$ cat config.mk
export PLATFORM = sky130hd
export DESIGN_NAME = hitproj_readout
export DESIGN_NICKNAME = d
export VERILOG_FILES = /design/src/rtl/hpr_pkg.sv /design/src/rtl/hpr_mask_reg.sv /design/src/rtl/hpr_proj_reduce.sv /design/src/rtl/hpr_trig_delay.sv /design/src/rtl/hpr_serializer.sv /design/src/rtl/hitproj_readout.sv
export SDC_FILE = /design/constraint.sdc
export NUM_CORES = 1
export LEC_CHECK = 0
export ABC_AREA = 1
export BUFFER_PORTS_ARGS = -buffer_cell sky130_fd_sc_hd__buf_2
export CAP_MARGIN = 0
export CORE_ASPECT_RATIO = 1.4
export CORE_MARGIN = 2
export CORE_UTILIZATION = 45
export DETAILED_ROUTE_END_ITERATION = 10
export PLACE_DENSITY = 0.62
export SETUP_SLACK_MARGIN = 0.02
export SLEW_MARGIN = 20
export SYNTH_ARGS = -nofsm -noshare
export SYNTH_HDL_FRONTEND = slang
export SYNTH_SLANG_ARGS = --single-unit
$ cat constraint.sdc
create_clock -name clk -period 2.6 [get_ports clk]
set_input_delay 0.13 -clock clk [delete_from_list [all_inputs] [get_ports clk]]
set_output_delay 0.13 -clock clk [all_outputs]
set_load 0.02 [all_outputs]
$ cat src/rtl/hpr_pkg.sv
package hpr_pkg;

  typedef enum logic {
    RD_IDLE  = 1'b0,
    RD_SHIFT = 1'b1
  } rd_state_e;

  function automatic int max_of(input int a, input int b);
    return (a > b) ? a : b;
  endfunction

endpackage

$ cat src/rtl/hpr_mask_reg.sv
module hpr_mask_reg #(
  parameter int N_PIX = 64
) (
  input  logic             clk,
  input  logic             rst_n,
  input  logic             sdi,
  input  logic             shift_en,
  input  logic             load,
  output logic [N_PIX-1:0] dis_o
);

  logic [N_PIX-1:0] stage_q, stage_d;
  logic [N_PIX-1:0] dis_q, dis_d;

  always_comb begin
    stage_d = stage_q;
    dis_d   = dis_q;
    if (shift_en) begin
      stage_d = {stage_q[N_PIX-2:0], sdi};
    end
    if (load) begin
      dis_d = stage_q;
    end
  end

  always_ff @(posedge clk or negedge rst_n) begin
    if (!rst_n) begin
      stage_q <= '0;
      dis_q   <= '0;
    end else begin
      stage_q <= stage_d;
      dis_q   <= dis_d;
    end
  end

  assign dis_o = dis_q;

endmodule

$ cat src/rtl/hpr_proj_reduce.sv
module hpr_proj_reduce #(
  parameter int N_COLS = 8,
  parameter int N_ROWS = 8
) (
  input  logic                     clk,
  input  logic                     rst_n,
  input  logic [N_ROWS*N_COLS-1:0] hit_i,
  input  logic [N_ROWS*N_COLS-1:0] dis_i,
  output logic [N_COLS-1:0]        x_o,
  output logic [N_ROWS-1:0]        y_o,
  output logic                     any_o
);

  localparam int N_PIX = N_ROWS * N_COLS;

  logic [N_PIX-1:0]  live;
  logic [N_COLS-1:0] x_d, x_q;
  logic [N_ROWS-1:0] y_d, y_q;
  logic              any_d, any_q;

  assign live  = hit_i & ~dis_i;
  assign any_d = |live;

  for (genvar c = 0; c < N_COLS; c++) begin : g_col
    logic col_or;
    always_comb begin
      col_or = 1'b0;
      for (int r = 0; r < N_ROWS; r++) begin
        col_or = col_or | live[r*N_COLS + c];
      end
    end
    assign x_d[c] = col_or;
  end

  for (genvar r = 0; r < N_ROWS; r++) begin : g_row
    assign y_d[r] = |live[r*N_COLS +: N_COLS];
  end

  always_ff @(posedge clk or negedge rst_n) begin
    if (!rst_n) begin
      x_q   <= '0;
      y_q   <= '0;
      any_q <= 1'b0;
    end else begin
      x_q   <= x_d;
      y_q   <= y_d;
      any_q <= any_d;
    end
  end

  assign x_o   = x_q;
  assign y_o   = y_q;
  assign any_o = any_q;

endmodule

$ cat src/rtl/hpr_trig_delay.sv
module hpr_trig_delay #(
  parameter int DLY_W = 8
) (
  input  logic             clk,
  input  logic             rst_n,
  input  logic             trig_i,
  input  logic [DLY_W-1:0] dly_i,
  output logic             pulse_o
);

  logic             prev_q, prev_d;
  logic             armed_q, armed_d;
  logic [DLY_W-1:0] cnt_q, cnt_d;
  logic             pulse_q, pulse_d;
  logic             rise;

  assign rise = trig_i & ~prev_q;

  always_comb begin
    prev_d  = trig_i;
    armed_d = armed_q;
    cnt_d   = cnt_q;
    pulse_d = 1'b0;
    if (armed_q) begin
      if (cnt_q == '0) begin
        pulse_d = 1'b1;
        armed_d = 1'b0;
      end else begin
        cnt_d = cnt_q - 1'b1;
      end
    end else if (rise) begin
      if (dly_i == '0) begin
        pulse_d = 1'b1;
      end else begin
        armed_d = 1'b1;
        cnt_d   = dly_i - 1'b1;
      end
    end
  end

  always_ff @(posedge clk or negedge rst_n) begin
    if (!rst_n) begin
      prev_q  <= 1'b0;
      armed_q <= 1'b0;
      cnt_q   <= '0;
      pulse_q <= 1'b0;
    end else begin
      prev_q  <= prev_d;
      armed_q <= armed_d;
      cnt_q   <= cnt_d;
      pulse_q <= pulse_d;
    end
  end

  assign pulse_o = pulse_q;

endmodule

$ cat src/rtl/hpr_serializer.sv
module hpr_serializer
  import hpr_pkg::*;
#(
  parameter int N_COLS = 8,
  parameter int N_ROWS = 8
) (
  input  logic              clk,
  input  logic              rst_n,
  input  logic              trig_i,
  input  logic [N_COLS-1:0] x_i,
  input  logic [N_ROWS-1:0] y_i,
  output logic              x_sdo,
  output logic              y_sdo,
  output logic              fv_o
);

  localparam int FRAME_LEN = max_of(N_COLS, N_ROWS);
  localparam int CNT_W     = $clog2(FRAME_LEN + 1);

  rd_state_e            st_q, st_d;
  logic [FRAME_LEN-1:0] sx_q, sx_d, sy_q, sy_d;
  logic [FRAME_LEN-1:0] x_al, y_al;
  logic [CNT_W-1:0]     cnt_q, cnt_d;
  logic                 tin_q;
  logic                 start;

  assign x_al  = FRAME_LEN'(x_i) << (FRAME_LEN - N_COLS);
  assign y_al  = FRAME_LEN'(y_i) << (FRAME_LEN - N_ROWS);
  assign start = trig_i & ~tin_q;

  always_comb begin
    st_d  = st_q;
    sx_d  = sx_q;
    sy_d  = sy_q;
    cnt_d = cnt_q;
    case (st_q)
      RD_IDLE: begin
        if (start) begin
          st_d  = RD_SHIFT;
          sx_d  = x_al;
          sy_d  = y_al;
          cnt_d = '0;
        end
      end
      RD_SHIFT: begin
        sx_d  = sx_q << 1;
        sy_d  = sy_q << 1;
        cnt_d = cnt_q + 1'b1;
        if (cnt_q == CNT_W'(FRAME_LEN - 1)) begin
          st_d = RD_IDLE;
        end
      end
      default: st_d = RD_IDLE;
    endcase
  end

  always_ff @(posedge clk or negedge rst_n) begin
    if (!rst_n) begin
      st_q  <= RD_IDLE;
      sx_q  <= '0;
      sy_q  <= '0;
      cnt_q <= '0;
      tin_q <= 1'b0;
    end else begin
      st_q  <= st_d;
      sx_q  <= sx_d;
      sy_q  <= sy_d;
      cnt_q <= cnt_d;
      tin_q <= trig_i;
    end
  end

  assign fv_o  = (st_q == RD_SHIFT);
  assign x_sdo = fv_o & sx_q[FRAME_LEN-1];
  assign y_sdo = fv_o & sy_q[FRAME_LEN-1];

endmodule

$ cat src/rtl/hitproj_readout.sv
module hitproj_readout
  import hpr_pkg::*;
#(
  parameter int N_COLS = 8,
  parameter int N_ROWS = 8,
  parameter int DLY_W  = 8
) (
  input  logic                     clk,
  input  logic                     rst_n,
  input  logic [N_ROWS*N_COLS-1:0] hit_i,
  input  logic                     mask_sdi,
  input  logic                     mask_shift,
  input  logic                     mask_load,
  input  logic [DLY_W-1:0]         trig_dly_cfg,
  output logic                     trig_out,
  output logic                     trig_dly,
  input  logic                     trig_in,
  output logic                     x_sdo,
  output logic                     y_sdo,
  output logic                     frame_valid
);

  localparam int N_PIX     = N_ROWS * N_COLS;
  localparam int FRAME_LEN = max_of(N_COLS, N_ROWS);

  logic [N_PIX-1:0]  mask_dis;
  logic [N_COLS-1:0] proj_x;
  logic [N_ROWS-1:0] proj_y;

  hpr_mask_reg #(.N_PIX(N_PIX)) u_mask (
    .clk      (clk),
    .rst_n    (rst_n),
    .sdi      (mask_sdi),
    .shift_en (mask_shift),
    .load     (mask_load),
    .dis_o    (mask_dis)
  );

  hpr_proj_reduce #(.N_COLS(N_COLS), .N_ROWS(N_ROWS)) u_proj (
    .clk   (clk),
    .rst_n (rst_n),
    .hit_i (hit_i),
    .dis_i (mask_dis),
    .x_o   (proj_x),
    .y_o   (proj_y),
    .any_o (trig_out)
  );

  hpr_trig_delay #(.DLY_W(DLY_W)) u_dly (
    .clk     (clk),
    .rst_n   (rst_n),
    .trig_i  (trig_out),
    .dly_i   (trig_dly_cfg),
    .pulse_o (trig_dly)
  );

  hpr_serializer #(.N_COLS(N_COLS), .N_ROWS(N_ROWS)) u_ser (
    .clk    (clk),
    .rst_n  (rst_n),
    .trig_i (trig_in),
    .x_i    (proj_x),
    .y_i    (proj_y),
    .x_sdo  (x_sdo),
    .y_sdo  (y_sdo),
    .fv_o   (frame_valid)
  );

endmodule

==> metrics.txt <==
status=finished clean; Nets=1034; cell area after layout=8850 µm²; most used cell, CP=nand2_1; total of warnings raised by yosys=0; CTS Sinks=178; Final Skew=0.00786 ns; r2r worst-path depth=10; WL met1=7410 µm; Sw Ratio=0.276; IO Port Bufs=82; via count=5709; WP depth=10; Area growth syn-to-layout=16.1%; routed len/inst=14.7 µm; first drt pass iteration count=4; chip width=114 µm; layout cells sized above 1=0.159; CTS buffer count=17; critical path type=reg -> reg; final period utilization=0.717; Max-Cap Viols=0; Met2 Routed Length=8800 µm; CTS resizes=0; Worst Hold Launch=hit_i[52]; DRT antenna net count=0; CP max stage cell=dfrtp_1; Root Driver=clkbuf_16; Setup crit end kind=flop; Hold WC Path Type=in -> reg; sequential share of power=0.477; Seq/Total Area, Yosys=0.584; die height=158 µm; CP arrival=2.18 ns; Starting Density=0.457; worst-path cell chain=o21ai_2 > inv_1 > ha_1 > inv_1 > nor2_4 > nand3_1 > nand2_1 > nand2_1 > nand2_1 > nand2_1; #FFs+latches synth=178; HPWL after DPL=12600 µm; largest net degree at the start of global routing=73; CTS tree=done; Required @ worst endpoint=2.91 ns; Detailed Route WL=17200 µm; worst skew pair latency=0.42 ns; Final setup viols=0; RSZ-0062 raised after global routing=false; vias in the first global route=5627; CP top delay family=flip-flops; final hold vios=0; # rows=56; DR top layer=met4; Max Buffers Root-to-Sink=2; clk slew on worst S/H paths=0.06 ns; crit-path max FO=17; area leader, netlist=dfrtp_1; antenna violations before repair=0; Remaining DRCs=0; top cell type's share of synthesized area=0.584; largest cells by area after synthesis=dfrtp_1, nand2_1, o21ai_0; Worst path max stage delay=0.75 ns; worst path bufs/invs=2; Clock Power Share=0.365; actual slew at the worst max-slew pin=0.632 ns; Slew Viols, Final=0; Setup TNS=0 ns; CP endpoint=u_dly.cnt_q[6]; Power Dens Cells=825 nW/µm²; placed cell area=8200 µm²; Via-to-Cell Ratio=4.88; IO Pins=83; antenna diode count=0; startpoint class of the critical path=flop; Die Footprint=18000 µm²; worst r2r src=u_dly.armed_q; Mapped Area=7620 µm²; Max Freq=537 MHz; Rel. slew slack=0.579; syn_nets=960; Global Route Usage Sum=0.205; WL met3=532 µm; R2R setup slack=0.74 ns; P_leak=4.37 nW; CORE AREA=16700 µm²; Avg Inst Size Synth=8.66 µm²; final worst path period need=1.86 ns; total gr overflow=0; RR Endpoint=u_dly.cnt_q[6]; Pint=5.28 mW; first-pass GRT wire length=28100 µm; Syn Inst Count=880; Logic pwr share=0.158; CTS H-tree depth=4; maximum VDD drop=387 µV; Starting DRT DRC Count=353; gpl congestion=0.924; crit path from=u_dly.armed_q; Distinct cells, synth=29; switching power total=2.02 mW
## placed cells by master (no fill, tap or decap), drive strengths merged, types with 3 or more instances in the layout
cell type and n:
o22ai 12, bufinv 3, or2 8, nor2 77
nand2 236, nand3 21, nand4 33, inv 133
clkbuf 25, dfrtp 178, a21oi 34, dlygate4sd3 3
buf 87, o21ai 107
## registers in the layout, summed over array words and instances (netlist names)
| name | cells |
|---|---|
| u_dly.pulse_o | 1 |
| u_ser.tin_q | 1 |
| u_ser.sy_q | 8 |
| u_mask.stage_q | 64 |
| u_ser.fv_o | 1 |
| u_ser.cnt_q | 4 |
| u_proj.any_o | 1 |
| u_proj.x_o | 8 |
| u_ser.sx_q | 8 |
| u_proj.y_o | 8 |
| u_dly.armed_q | 1 |
| u_dly.cnt_q | 8 |
| u_dly.prev_q | 1 |
| u_mask.dis_o | 64 |
## routing by layer
| metal | vias to the layer above | GRT usage |
|---|---|---|
| met3 | 27 | 0.0394 |
| met2 | 88 | 0.357 |
| li1 | 2919 | - |
| met4 | 0 | 0.0813 |
| met5 | - | 0 |
| met1 | 2675 | 0.250 |
## power groups by stage
stage	combinational, mW	clock, mW	sequential (mW)
global route	1.34	2.83	3.54
finish	1.15	2.67	3.49
detailed placement	1.17	0	3.53
floorplan	0.821	0	3.46
CTS	1.17	2.71	3.48
global placement	1.13	0	3.52
## worst min-delay path by stage
stage | depth (start not counted) | slack, ns | end
detailed placement | 1 | 0.15 | u_ser.tin_q
finish | 4 | 0.09 | u_proj.x_o[4]
global route | 4 | 0.09 | u_proj.x_o[4]
global placement | 1 | 0.15 | u_ser.tin_q
CTS | 4 | 0.07 | u_proj.x_o[1]
floorplan | 0 | -0.17 | u_dly.armed_q
## metrics by stage
stage               hold slack [ns]  power [mW]   util  setup WS, ns  instances
finish                       0.0907        7.30  0.531         0.736       1170
CTS                          0.0704        7.37  0.531         0.729       1170
detailed placement            0.151        4.69  0.492         0.755       1135
global route                 0.0897        7.71  0.531         0.555       1170
floorplan                    -0.166        4.28      -          1.06        880
global placement              0.147        4.66  0.492         0.786       1135
## kinds of logic after synthesis
logic type | count (synthesis) | share of synthesized area
AND/OR/NAND/NOR | 377 | 0.212
buffers and inverters | 167 | 0.0888
AO/OA/AOI/OAI | 155 | 0.110
flip-flops | 178 | 0.584
adder cells (fa/ha/maj) | 2 | 0.00328
XOR/XNOR | 1 | 0.00115
## cell type report
class | instances | area (µm²)
well taps | 203 | 254
fillers | 1582 | 7830
clock buffers | 25 | 495
repair buffers | 90 | 539
multi-input cells | 535 | 2490
flip-flops and latches | 178 | 4450
clock inverters | 7 | 120
inverters | 132 | 495
## cell usage after synthesis
library cell  number
inv_1            128
inv_2              4
nor3_1             1
nor3b_1            1
ha_1               2
nor2_1            72
or2_2              8
xor2_1             1
buf_4              1
buf_1              2
nand2_2           10
nor2_4             3
nand2_4            1
o21a_1             2
nand3_2            2
clkbuf_1          17
buf_2             12
dfrtp_1          178
nand4_1           33
o22ai_1           12
o21ai_4            1
nand3_1           19
buf_6              2
o21ai_2            8
o21ai_0           98
buf_12             1
nor2_2             2
a21oi_1           34
nand2_1          225
## what timing repair did
item	in CTS	in global routing
endpoints found under the hold margin	59	0
setup endpoints to repair	0	0
buffers inserted	0	0
hold buffers	3	0
## worst register-to-register path, stage by stage, from the launching register on
cell and delay (ns):
dfrtp_1 0.75, o21ai_2 0.18, inv_1 0.11, ha_1 0.18, inv_1 0.08, nor2_4 0.15
nand3_1 0.09, nand2_1 0.06, nand2_1 0.05, nand2_1 0.05, nand2_1 0.05
Power figures use the tool's default switching activity.
